$ cat src/rtl/slot_map_pkg.sv
package slot_map_pkg;

  // Region index; region_sel bit position equals this value.
  typedef enum logic [1:0] {
    REG_MAIN   = 2'd0,
    REG_INTERP = 2'd1,
    REG_RAM    = 2'd2,
    REG_NONE   = 2'd3
  } region_e;

  localparam int REGION_N = 4;

endpackage

$ cat src/rtl/reset_sync.sv
module reset_sync #(
  parameter int STAGES = 2
) (
  input  logic clk,
  input  logic rst_n,
  output logic rst_sync_n
);

  logic [STAGES-1:0] pipe_q;
  logic [STAGES-1:0] pipe_d;

  always_comb begin
    pipe_d = {pipe_q[STAGES-2:0], 1'b1};
  end

  always_ff @(posedge clk or negedge rst_n) begin
    if (!rst_n) pipe_q <= '0;
    else        pipe_q <= pipe_d;
  end

  assign rst_sync_n = pipe_q[STAGES-1];

endmodule

$ cat src/rtl/slot_select_reg.sv
module slot_select_reg #(
  parameter int MAP_W = 8
) (
  input  logic             clk,
  input  logic             rst_n,
  input  logic             load,
  input  logic [MAP_W-1:0] load_data,
  output logic [MAP_W-1:0] map
);

  logic [MAP_W-1:0] map_q;
  logic [MAP_W-1:0] map_d;

  always_comb begin
    map_d = map_q;
    if (load) map_d = load_data;
  end

  always_ff @(posedge clk or negedge rst_n) begin
    if (!rst_n)    map_q <= '0;
    else if (load) map_q <= map_d;
  end

  assign map = map_q;


  map_load_chk: assert property (@(posedge clk) disable iff (!rst_n)
    load |=> (map == $past(load_data)));


  map_hold_chk: assert property (@(posedge clk) disable iff (!rst_n)
    !load |=> $stable(map));

endmodule

$ cat src/rtl/page_decoder.sv
module page_decoder #(
  parameter int ADDR_W = 16,
  parameter int PAGE_W = 2,
  parameter int SLOT_W = 2,
  localparam int N_PAGES = 1 << PAGE_W,
  localparam int OFF_W   = ADDR_W - PAGE_W,
  localparam int MAP_W   = SLOT_W * N_PAGES
) (
  input  logic [ADDR_W-1:0] addr,
  input  logic [MAP_W-1:0]  map,
  output logic [PAGE_W-1:0] page,
  output logic [OFF_W-1:0]  offset,
  output logic [SLOT_W-1:0] slot
);

  logic [SLOT_W-1:0] page_slot [N_PAGES];

  genvar g;
  generate
    for (g = 0; g < N_PAGES; g++) begin : g_field
      assign page_slot[g] = map[g*SLOT_W +: SLOT_W];
    end
  endgenerate

  always_comb begin
    page   = addr[ADDR_W-1 -: PAGE_W];
    offset = addr[OFF_W-1:0];
    slot   = page_slot[page];
  end

endmodule

$ cat src/rtl/region_resolver.sv
module region_resolver
  import slot_map_pkg::*;
#(
  parameter int DATA_W      = 8,
  parameter int PAGE_W      = 2,
  parameter int SLOT_W      = 2,
  parameter int RAM_SLOT    = 3,
  parameter int ROM_SLOT    = 0,
  parameter int MAIN_PAGE   = 0,
  parameter int INTERP_PAGE = 1
) (
  input  logic                clk,
  input  logic                rst_n,
  input  logic [PAGE_W-1:0]   page,
  input  logic [SLOT_W-1:0]   slot,
  input  logic                cpu_rd,
  input  logic                cpu_wr,
  input  logic [DATA_W-1:0]   main_rom_rdata,
  input  logic [DATA_W-1:0]   interp_rom_rdata,
  input  logic [DATA_W-1:0]   ram_rdata,
  output logic [REGION_N-1:0] region_sel,
  output logic                ram_we,
  output logic [DATA_W-1:0]   cpu_rdata
);

  region_e          region;
  logic [DATA_W-1:0] sel_data;

  always_comb begin
    if (slot == SLOT_W'(RAM_SLOT))
      region = REG_RAM;
    else if (slot == SLOT_W'(ROM_SLOT) && page == PAGE_W'(MAIN_PAGE))
      region = REG_MAIN;
    else if (slot == SLOT_W'(ROM_SLOT) && page == PAGE_W'(INTERP_PAGE))
      region = REG_INTERP;
    else
      region = REG_NONE;
  end

  always_comb begin
    region_sel         = '0;
    region_sel[region] = 1'b1;
  end

  always_comb begin
    case (region)
      REG_MAIN:   sel_data = main_rom_rdata;
      REG_INTERP: sel_data = interp_rom_rdata;
      REG_RAM:    sel_data = ram_rdata;
      default:    sel_data = '1;
    endcase
    cpu_rdata = cpu_rd ? sel_data : '1;
  end

  assign ram_we = cpu_wr && (region == REG_RAM);


  region_onehot_chk: assert property (@(posedge clk) disable iff (!rst_n)
    $countones(region_sel) == 1);


  empty_reads_ff_chk: assert property (@(posedge clk) disable iff (!rst_n)
    region_sel[REG_NONE] |-> (cpu_rdata == '1));


  rom_write_drop_chk: assert property (@(posedge clk) disable iff (!rst_n)
    (cpu_wr && slot != SLOT_W'(RAM_SLOT)) |-> !ram_we);


  idle_bus_high_chk: assert property (@(posedge clk) disable iff (!rst_n)
    !cpu_rd |-> (cpu_rdata == '1));

endmodule

$ cat src/rtl/slot_mapper.sv
module slot_mapper
  import slot_map_pkg::*;
#(
  parameter int ADDR_W      = 16,
  parameter int DATA_W      = 8,
  parameter int PAGE_W      = 2,
  parameter int SLOT_W      = 2,
  parameter int RAM_SLOT    = 3,
  parameter int ROM_SLOT    = 0,
  parameter int MAIN_PAGE   = 0,
  parameter int INTERP_PAGE = 1,
  localparam int N_PAGES = 1 << PAGE_W,
  localparam int OFF_W   = ADDR_W - PAGE_W,
  localparam int MAP_W   = SLOT_W * N_PAGES
) (
  input  logic                clk,
  input  logic                rst_n,
  input  logic [ADDR_W-1:0]   cpu_addr,
  input  logic                cpu_rd,
  input  logic                cpu_wr,
  input  logic [DATA_W-1:0]   cpu_wdata,
  input  logic                sel_wr,
  input  logic [MAP_W-1:0]    sel_data,
  input  logic [DATA_W-1:0]   main_rom_rdata,
  input  logic [DATA_W-1:0]   interp_rom_rdata,
  input  logic [DATA_W-1:0]   ram_rdata,
  output logic [REGION_N-1:0] region_sel,
  output logic [OFF_W-1:0]    rom_addr,
  output logic [ADDR_W-1:0]   ram_addr,
  output logic                ram_we,
  output logic [DATA_W-1:0]   ram_wdata,
  output logic [DATA_W-1:0]   cpu_rdata
);

  logic              rst_int_n;
  logic [MAP_W-1:0]  slot_map;
  logic [PAGE_W-1:0] page;
  logic [OFF_W-1:0]  offset;
  logic [SLOT_W-1:0] slot;

  reset_sync #(.STAGES(2)) u_reset_sync (
    .clk        (clk),
    .rst_n      (rst_n),
    .rst_sync_n (rst_int_n)
  );

  slot_select_reg #(.MAP_W(MAP_W)) u_slot_select_reg (
    .clk       (clk),
    .rst_n     (rst_int_n),
    .load      (sel_wr),
    .load_data (sel_data),
    .map       (slot_map)
  );

  page_decoder #(
    .ADDR_W (ADDR_W),
    .PAGE_W (PAGE_W),
    .SLOT_W (SLOT_W)
  ) u_page_decoder (
    .addr   (cpu_addr),
    .map    (slot_map),
    .page   (page),
    .offset (offset),
    .slot   (slot)
  );

  region_resolver #(
    .DATA_W      (DATA_W),
    .PAGE_W      (PAGE_W),
    .SLOT_W      (SLOT_W),
    .RAM_SLOT    (RAM_SLOT),
    .ROM_SLOT    (ROM_SLOT),
    .MAIN_PAGE   (MAIN_PAGE),
    .INTERP_PAGE (INTERP_PAGE)
  ) u_region_resolver (
    .clk              (clk),
    .rst_n            (rst_int_n),
    .page             (page),
    .slot             (slot),
    .cpu_rd           (cpu_rd),
    .cpu_wr           (cpu_wr),
    .main_rom_rdata   (main_rom_rdata),
    .interp_rom_rdata (interp_rom_rdata),
    .ram_rdata        (ram_rdata),
    .region_sel       (region_sel),
    .ram_we           (ram_we),
    .cpu_rdata        (cpu_rdata)
  );

  assign rom_addr  = offset;
  assign ram_addr  = {page, offset};
  assign ram_wdata = cpu_wdata;


  ram_we_path_chk: assert property (@(posedge clk) disable iff (!rst_int_n)
    ram_we |-> (region_sel[REG_RAM] && cpu_wr && ram_addr == cpu_addr));

endmodule

$ cat config.mk
export PLATFORM = sky130hd
export DESIGN_NAME = slot_mapper
export DESIGN_NICKNAME = d
export VERILOG_FILES = /design/src/rtl/slot_map_pkg.sv /design/src/rtl/reset_sync.sv /design/src/rtl/slot_select_reg.sv /design/src/rtl/page_decoder.sv /design/src/rtl/region_resolver.sv /design/src/rtl/slot_mapper.sv
export SDC_FILE = /design/constraint.sdc
export NUM_CORES = 1
export LEC_CHECK = 0
export ABC_AREA = 1
export BUFFER_PORTS_ARGS = -buffer_cell sky130_fd_sc_hd__buf_2
export CELL_PAD_IN_SITES_DETAIL_PLACEMENT = 1
export CELL_PAD_IN_SITES_GLOBAL_PLACEMENT = 2
export CORE_MARGIN = 1.5
export CORE_UTILIZATION = 15
export DETAILED_ROUTE_END_ITERATION = 6
export PLACE_DENSITY = 0.92
export SLEW_MARGIN = 20
export SYNTH_ARGS = -nofsm -noshare
export SYNTH_HDL_FRONTEND = slang
export SYNTH_SLANG_ARGS = --single-unit
$ cat constraint.sdc
create_clock -name clk -period 1.4 [get_ports clk]
set_input_delay 0.14 -clock clk [delete_from_list [all_inputs] [get_ports clk]]
set_output_delay 0.14 -clock clk [all_outputs]
set_load 0.03 [all_outputs]
After elaboration in Yosys (flattened, before gate mapping). Index checks and enable logic that the tools add are counted.

Register bits: 10. Bits of input ports: 61. Output and inout port bits: 51. Logic and storage cells: 27.

$lt $le $gt $ge: 3. Eq/ne operators: 4. Mux-type cells: 10. Bitwise logic cells: 1. Reductions and logical operators: 7.

Operators with widths (count): one-hot mux 8 bit (3 select lines) (1); 2-to-1 mux 2 bit (5); 2-to-1 mux 8 bit (1); logical NOT 2 bit (3); binary-select mux 2 bit (select 2 bit) (1); == test 2 x 1 -> 1 bit (second input constant) (2); == test 2 bit (second input constant) (2); logical AND 1 bit (4); >= comparator 3 bit (second input constant) (1); less-than comparator 2 x 3 -> 1 bit (second input constant) (1); NOT 2 -> 3 bit (1); demux 1 bit (select 2 bit) (1); >= comparator 2 x 1 -> 1 bit (second input constant) (1); 2-to-1 mux 1 bit (1).

Logic depth before layout (Yosys ltp).
Depth after elaboration: 13. Depth in mapped cells: 11. Gate-level depth less buffers: 11.

Hierarchy. From an unflattened synthesis, not the netlist that was laid out.

Cell total of the unflattened synthesis: 180. Area total of the unflattened synthesis: 1073.5 um^2.

Modules (own cells, without submodules): region_resolver (instances 1, cells each 81, area each 334.1 um^2, seq. area each 0.0 um^2); slot_select_reg (instances 1, cells each 34, area each 305.3 um^2, seq. area each 200.2 um^2); page_decoder (instances 1, cells each 40, area each 215.2 um^2, seq. area each 0.0 um^2); slot_mapper (instances 1, cells each 22, area each 165.2 um^2, seq. area each 0.0 um^2); reset_sync (instances 1, cells each 3, area each 53.8 um^2, seq. area each 50.0 um^2).

Worst setup path before layout. OpenSTA, ideal clock, no wires.

Path kind: register to output. From: reg u_slot_select_reg.map_q[7], in the netlist u_slot_select_reg.map[7]. To: out region_sel[1]. Data arrival time: 1.409 ns. Data required time: 1.260 ns. Slack: -0.149 ns. Cell stages (with the launch flop): 10. Path buffers: 1. Cells stage by stage: dfrtp_1 > inv_1 > nand2_1 > nand3_1 > nand2_2 > nor2_4 > buf_6 > nand2_4 > inv_1 > nor2_1.

Longest elaborated chain between the ends: 12. Elaborated cells between the ends (all ways): 15. Those cells by class: 2 x order compare; 1 x eq/ne; 8 x mux; 4 x reduce/logical.

Ends and longest elaborated chain: start: declaration (line slot_select_reg.sv:11) `logic [MAP_W-1:0] map_q;`; start signal: assignment (line slot_select_reg.sv:21) `else if (load) map_q <= map_d;`; binary-select mux 2 bit (select 2 bit) * (line page_decoder.sv:28) `slot = page_slot[page];`; 2-to-1 mux 2 bit (not written as such) * (2 in a row) (line page_decoder.sv:28); logical NOT 2 bit (line region_resolver.sv:32, region_resolver.sv:34); logical AND 1 bit (line region_resolver.sv:34) `else if (slot == SLOT_W'(ROM_SLOT) && page == PAGE_W'(INTERP_PAGE))`; 2-to-1 mux 2 bit (line region_resolver.sv:34); 2-to-1 mux 2 bit (line region_resolver.sv:32) `else if (slot == SLOT_W'(ROM_SLOT) && page == PAGE_W'(MAIN_PAGE))`; 2-to-1 mux 2 bit * (line region_resolver.sv:30) `if (slot == SLOT_W'(RAM_SLOT))`; less-than comparator 2 x 3 -> 1 bit (not written as such) or >= comparator 2 x 1 -> 1 bit (tied branches) (line region_resolver.sv:42) `region_sel[region] = 1'b1;`; logical AND 1 bit (not written as such) (line region_resolver.sv:42); 2-to-1 mux 1 bit (not written as such) (line region_resolver.sv:42); demux 1 bit (select 2 bit) *; end: declaration (line slot_mapper.sv:27) `output logic [REGION_N-1:0] region_sel,`.

Every way passes the cells marked *; elsewhere a longest branch is shown, timed or not. The select of a mux whose other input is x is not followed.

Final worst setup path.
From: reg u_slot_select_reg.map_q[3], in the netlist u_slot_select_reg.map[3]. To: out cpu_rdata[5].

Longest elaborated chain between the ends: 11. Elaborated cells between the ends (all ways): 15. Those cells by class: 3 x eq/ne; 8 x mux; 4 x reduce/logical.

Ends and longest elaborated chain: binary-select mux 2 bit (select 2 bit) * (line page_decoder.sv:28); 2-to-1 mux 2 bit (not written as such) * (2 in a row) (line page_decoder.sv:28); logical NOT 2 bit (line region_resolver.sv:32, region_resolver.sv:34); logical AND 1 bit (line region_resolver.sv:34); 2-to-1 mux 2 bit (line region_resolver.sv:34); 2-to-1 mux 2 bit (line region_resolver.sv:32); 2-to-1 mux 2 bit * (line region_resolver.sv:30); == test 2 bit (tied with other cells) (line region_resolver.sv:46) `case (region)`; one-hot mux 8 bit (3 select lines) * (line region_resolver.sv:46); 2-to-1 mux 8 bit * (line region_resolver.sv:52) `cpu_rdata = cpu_rd ? sel_data : '1;`; end: declaration (line slot_mapper.sv:32) `output logic [DATA_W-1:0] cpu_rdata`.

Marks and branches as above.

==> metrics.csv <==
stage;metric;value;unit
cts;CTS tree;yes;
placement;placement-stage cell area;1270;sq um
global_routing;largest net degree at the start of global routing;13;
synth;Post-Synth Simple-Gate Area;31.4;%
status;outcome;finished, violations left;
final_layout;Final Cell Area;1540;sq um
status;failing checks;setup timing;
placement;PortBufs;53;
setup_path;slowest library cell on the worst path;dfrtp_1;
synth;Synth cell types;17;
setup_path;crit path buf inv count;2;
setup_path;reg-to-reg endpoint;u_slot_select_reg.map[2];
flow_run;MaxCap Viol Count;0;
floorplan;Chip Height;85.8;microns
synth;complex-gate fraction of the synthesized area;3.77;%
timing;Fmax;0.566;GHz
power;power per cell area;821;nW/um^2
global_routing;GR Util met1;8.33;%
synth;largest family of logic cells by synthesized area;buffers and inverters;
floorplan;Initial Utilization;15.8;%
global_routing;initial antenna violation count;0;
detailed_routing;# DRC;0;
worst_hold_path;HP Class;primary input to register;
global_routing;grt peak-use layer;met2;
global_routing;GR met2 Demand/Resource;14.7;%
floorplan;num rows;29;
cts;Root Buffer;clkbuf_8;
detailed_routing;antenna viol nets, final;0;
setup_path;Worst Path Required;1260;ps
cts;total CTS buffers;3;
detailed_routing;detail-routed via count per cell;3.74;
synth;mux cell area share after synthesis;4.38;%
setup_path;R2R cell count;4;
cts;htree depth;1;
final_layout;net count reported at finish;259;
detailed_routing;drt wl/cell;11.1;microns
setup_path;Worst R2R Start;u_slot_select_reg.map[2];
setup_path;Max FO, Critical Path;7;
setup_path;R2R Setup Slk;310;ps
placement;Post-Place Cells;262;
timing;Max Slew Vio Count;0;
cts;Skew-Pair Late Insertion Delay;240;ps
synth;syn nets;215;
detailed_routing;final wirelength;3030;microns
worst_hold_path;Hold Crit Endpoint;u_slot_select_reg.map[6];
floorplan;DIE AREA;7360;sq um
detailed_routing;DRT iter0 DRCs;12;
placement;hpwl dp;2350;microns
global_routing;GR Util met3;1.35;%
synth;Yosys reg bits;10;
synth;Ys Warns;0;
cts;clock slew at reported path FFs;50;ps
floorplan;I/O pin count;112;
global_routing;vias in the first global route;1012;
timing;skew final;1.93;ps
cts;clk buf depth;2;
setup_path;crit path launch type;register;
global_routing;total track usage;7.86;%
detailed_routing;drt pass-1 iters;4;
final_layout;Finished Layout Cells;274;
power;leakage power;0.818;nW
power;VDD IR-drop max;0.375;mV
synth;Post-Synth XOR/XNOR Area;0;%
floorplan;die width;85.8;microns
final_layout;fillcell total;795;
cts;CTS sink count;10;
final_layout;area grow syn2layout;49.9;%
synth;post-synthesis cell count;154;
final_layout;layout cells sized above 1;60.9;%
final_layout;ANT cells;0;
timing;minimum clock period;1770;ps
setup_path;cells along the critical path;nand2_1 > nand2_1 > nand2_2 > nand2_4 > nor2_4 > nand2_2 > a21boi_4 > buf_12 > nand2_2 > buf_6;
setup_path;critical path capture point type;output port;
setup_path;delay-heaviest family, CP;simple AND/OR/NAND/NOR gates;
placement;gpl congestion;0.723;
floorplan;Core Box Area;6490;sq um
global_routing;first-pass GRT wire length;4590;microns
setup_path;Critical Path Start;u_slot_select_reg.map[3];
timing;Final Hold Fails;0;
synth;Seq/Total Area, Yosys;24.3;%
setup_path;Crit path top cell by count;nand2_2;
detailed_routing;routed vias;1024;
final_layout;Multi-input gate area;499;sq um
setup_path;Largest stage delay, worst path;380;ps
setup_path;critical setup path kind;register to output port;
setup_path;WP data arrival;1630;ps
timing;Period Utilization, post-route;126;%
synth;synthesized area;1030;sq um
timing;RSZ-0062 raised after global routing;true;
worst_hold_path;hold depth;3;
timing;fin worst setup slack;-368;ps
synth;syn_area_per_cell;6.68;sq um
global_routing;total gr overflow;0;
timing;final setup violation count;13;
worst_hold_path;worst min-delay path startpoint;sel_data[6];
final_layout;FF/Latch Area;250;sq um
synth;adder-cell share of the synthesized area;0;%
-- worst min-delay path: cells and delay by family --
| family | cells | cell delay, ps |
|---|---|---|
| buffers and inverters | 1 | 80 |
| AO/OA/AOI/OAI | 1 | 60 |
| AND/OR/NAND/NOR | 1 | 50 |
-- area by class of cell --
cell class                      count  area share [%]
Inverter                           18            4.87
Multi-Input combinational cell     86            32.4
Sequential cell                    10            16.2
Tap cell                           77            6.25
Clock buffer                        4            3.57
Timing Repair Buffer               79            36.7
-- flip-flops by register name, indices dropped and copies added (netlist names) --
register and count:
u_slot_select_reg.map 8, u_reset_sync.pipe_q 2
-- metal layers --
layer,up-vias,share of wire (%)
li1,513,-
met3,11,7.7
met5,-,0
met2,40,49
met1,460,40
met4,0,3.0
-- cell families (layout without fill, tap and decap cells) --
group	count (synthesis)	after routing
AOI/OAI and AO/OA	5	5
buffers and inverters	58	101
DFF	10	10
muxes	4	4
other	1	1
and+or+nand+nor	76	76
-- layout by cell type (no fill, tap or decap), drive strengths merged, types with 4 or more instances in the layout --
master / instances
inv: 18
dfrtp: 10
nand2: 44
o21ai: 4
buf: 78
mux2: 4
nor2: 19
nand3: 12
clkbuf: 4
-- power breakdown --
group,internal [mW],total (mW),switching (mW)
Clock,0.247,0.360,0.113
Combinational,0.278,0.576,0.297
Sequential,0.315,0.330,0.0151
-- how the worst max path moves through the flow --
stage / end / cells after the start
final: cpu_rdata[5] / 10
after global routing: cpu_rdata[0] / 11
after CTS: cpu_rdata[5] / 10
after detailed placement: cpu_rdata[0] / 10
after global placement: cpu_rdata[4] / 11
after floorplan: region_sel[1] / 9
-- what timing repair did --
item	CTS	global route
hold buffers	1	0
gates cloned	1	0
resized for setup	35	17
setup buffers	3	4
setup endpoints to repair	13	13
hold endpoints to repair	2	0
pin swaps	7	8
-- per-stage QoR --
stage | setup slack, ps | hold WS (ps) | setup TNS, ps | util [%] | power, mW
finish | -368 | 123 | -3780 | 23.7 | 1.27
global route | -483 | 135 | -5170 | 23.7 | 1.35
CTS | -421 | 118 | -4340 | 22.8 | 1.27
detailed placement | -197 | -70.3 | -1800 | 19.6 | 0.794
global placement | -153 | -73.9 | -1270 | 19.6 | 0.785
floorplan | -25.9 | -156 | -178 | - | 0.776
-- synthesized netlist by cell type --
cell type / count / share of area, %
mux2_2: 4 / 4.4
nand4_1: 1 / 0.61
conb_1: 1 / 0.36
nand2_2: 2 / 1.2
clkbuf_1: 1 / 0.36
buf_4: 38 / 28
buf_6: 1 / 1.1
nor2_1: 18 / 6.6
a21boi_4: 1 / 1.8
o21ai_0: 4 / 1.9
inv_1: 16 / 5.8
inv_2: 2 / 0.73
nor2_4: 1 / 1.1
nand3_1: 12 / 5.8
nand2_4: 1 / 1.1
dfrtp_1: 10 / 24
nand2_1: 41 / 15
Note: power is estimated with default switching activity, not from simulation.
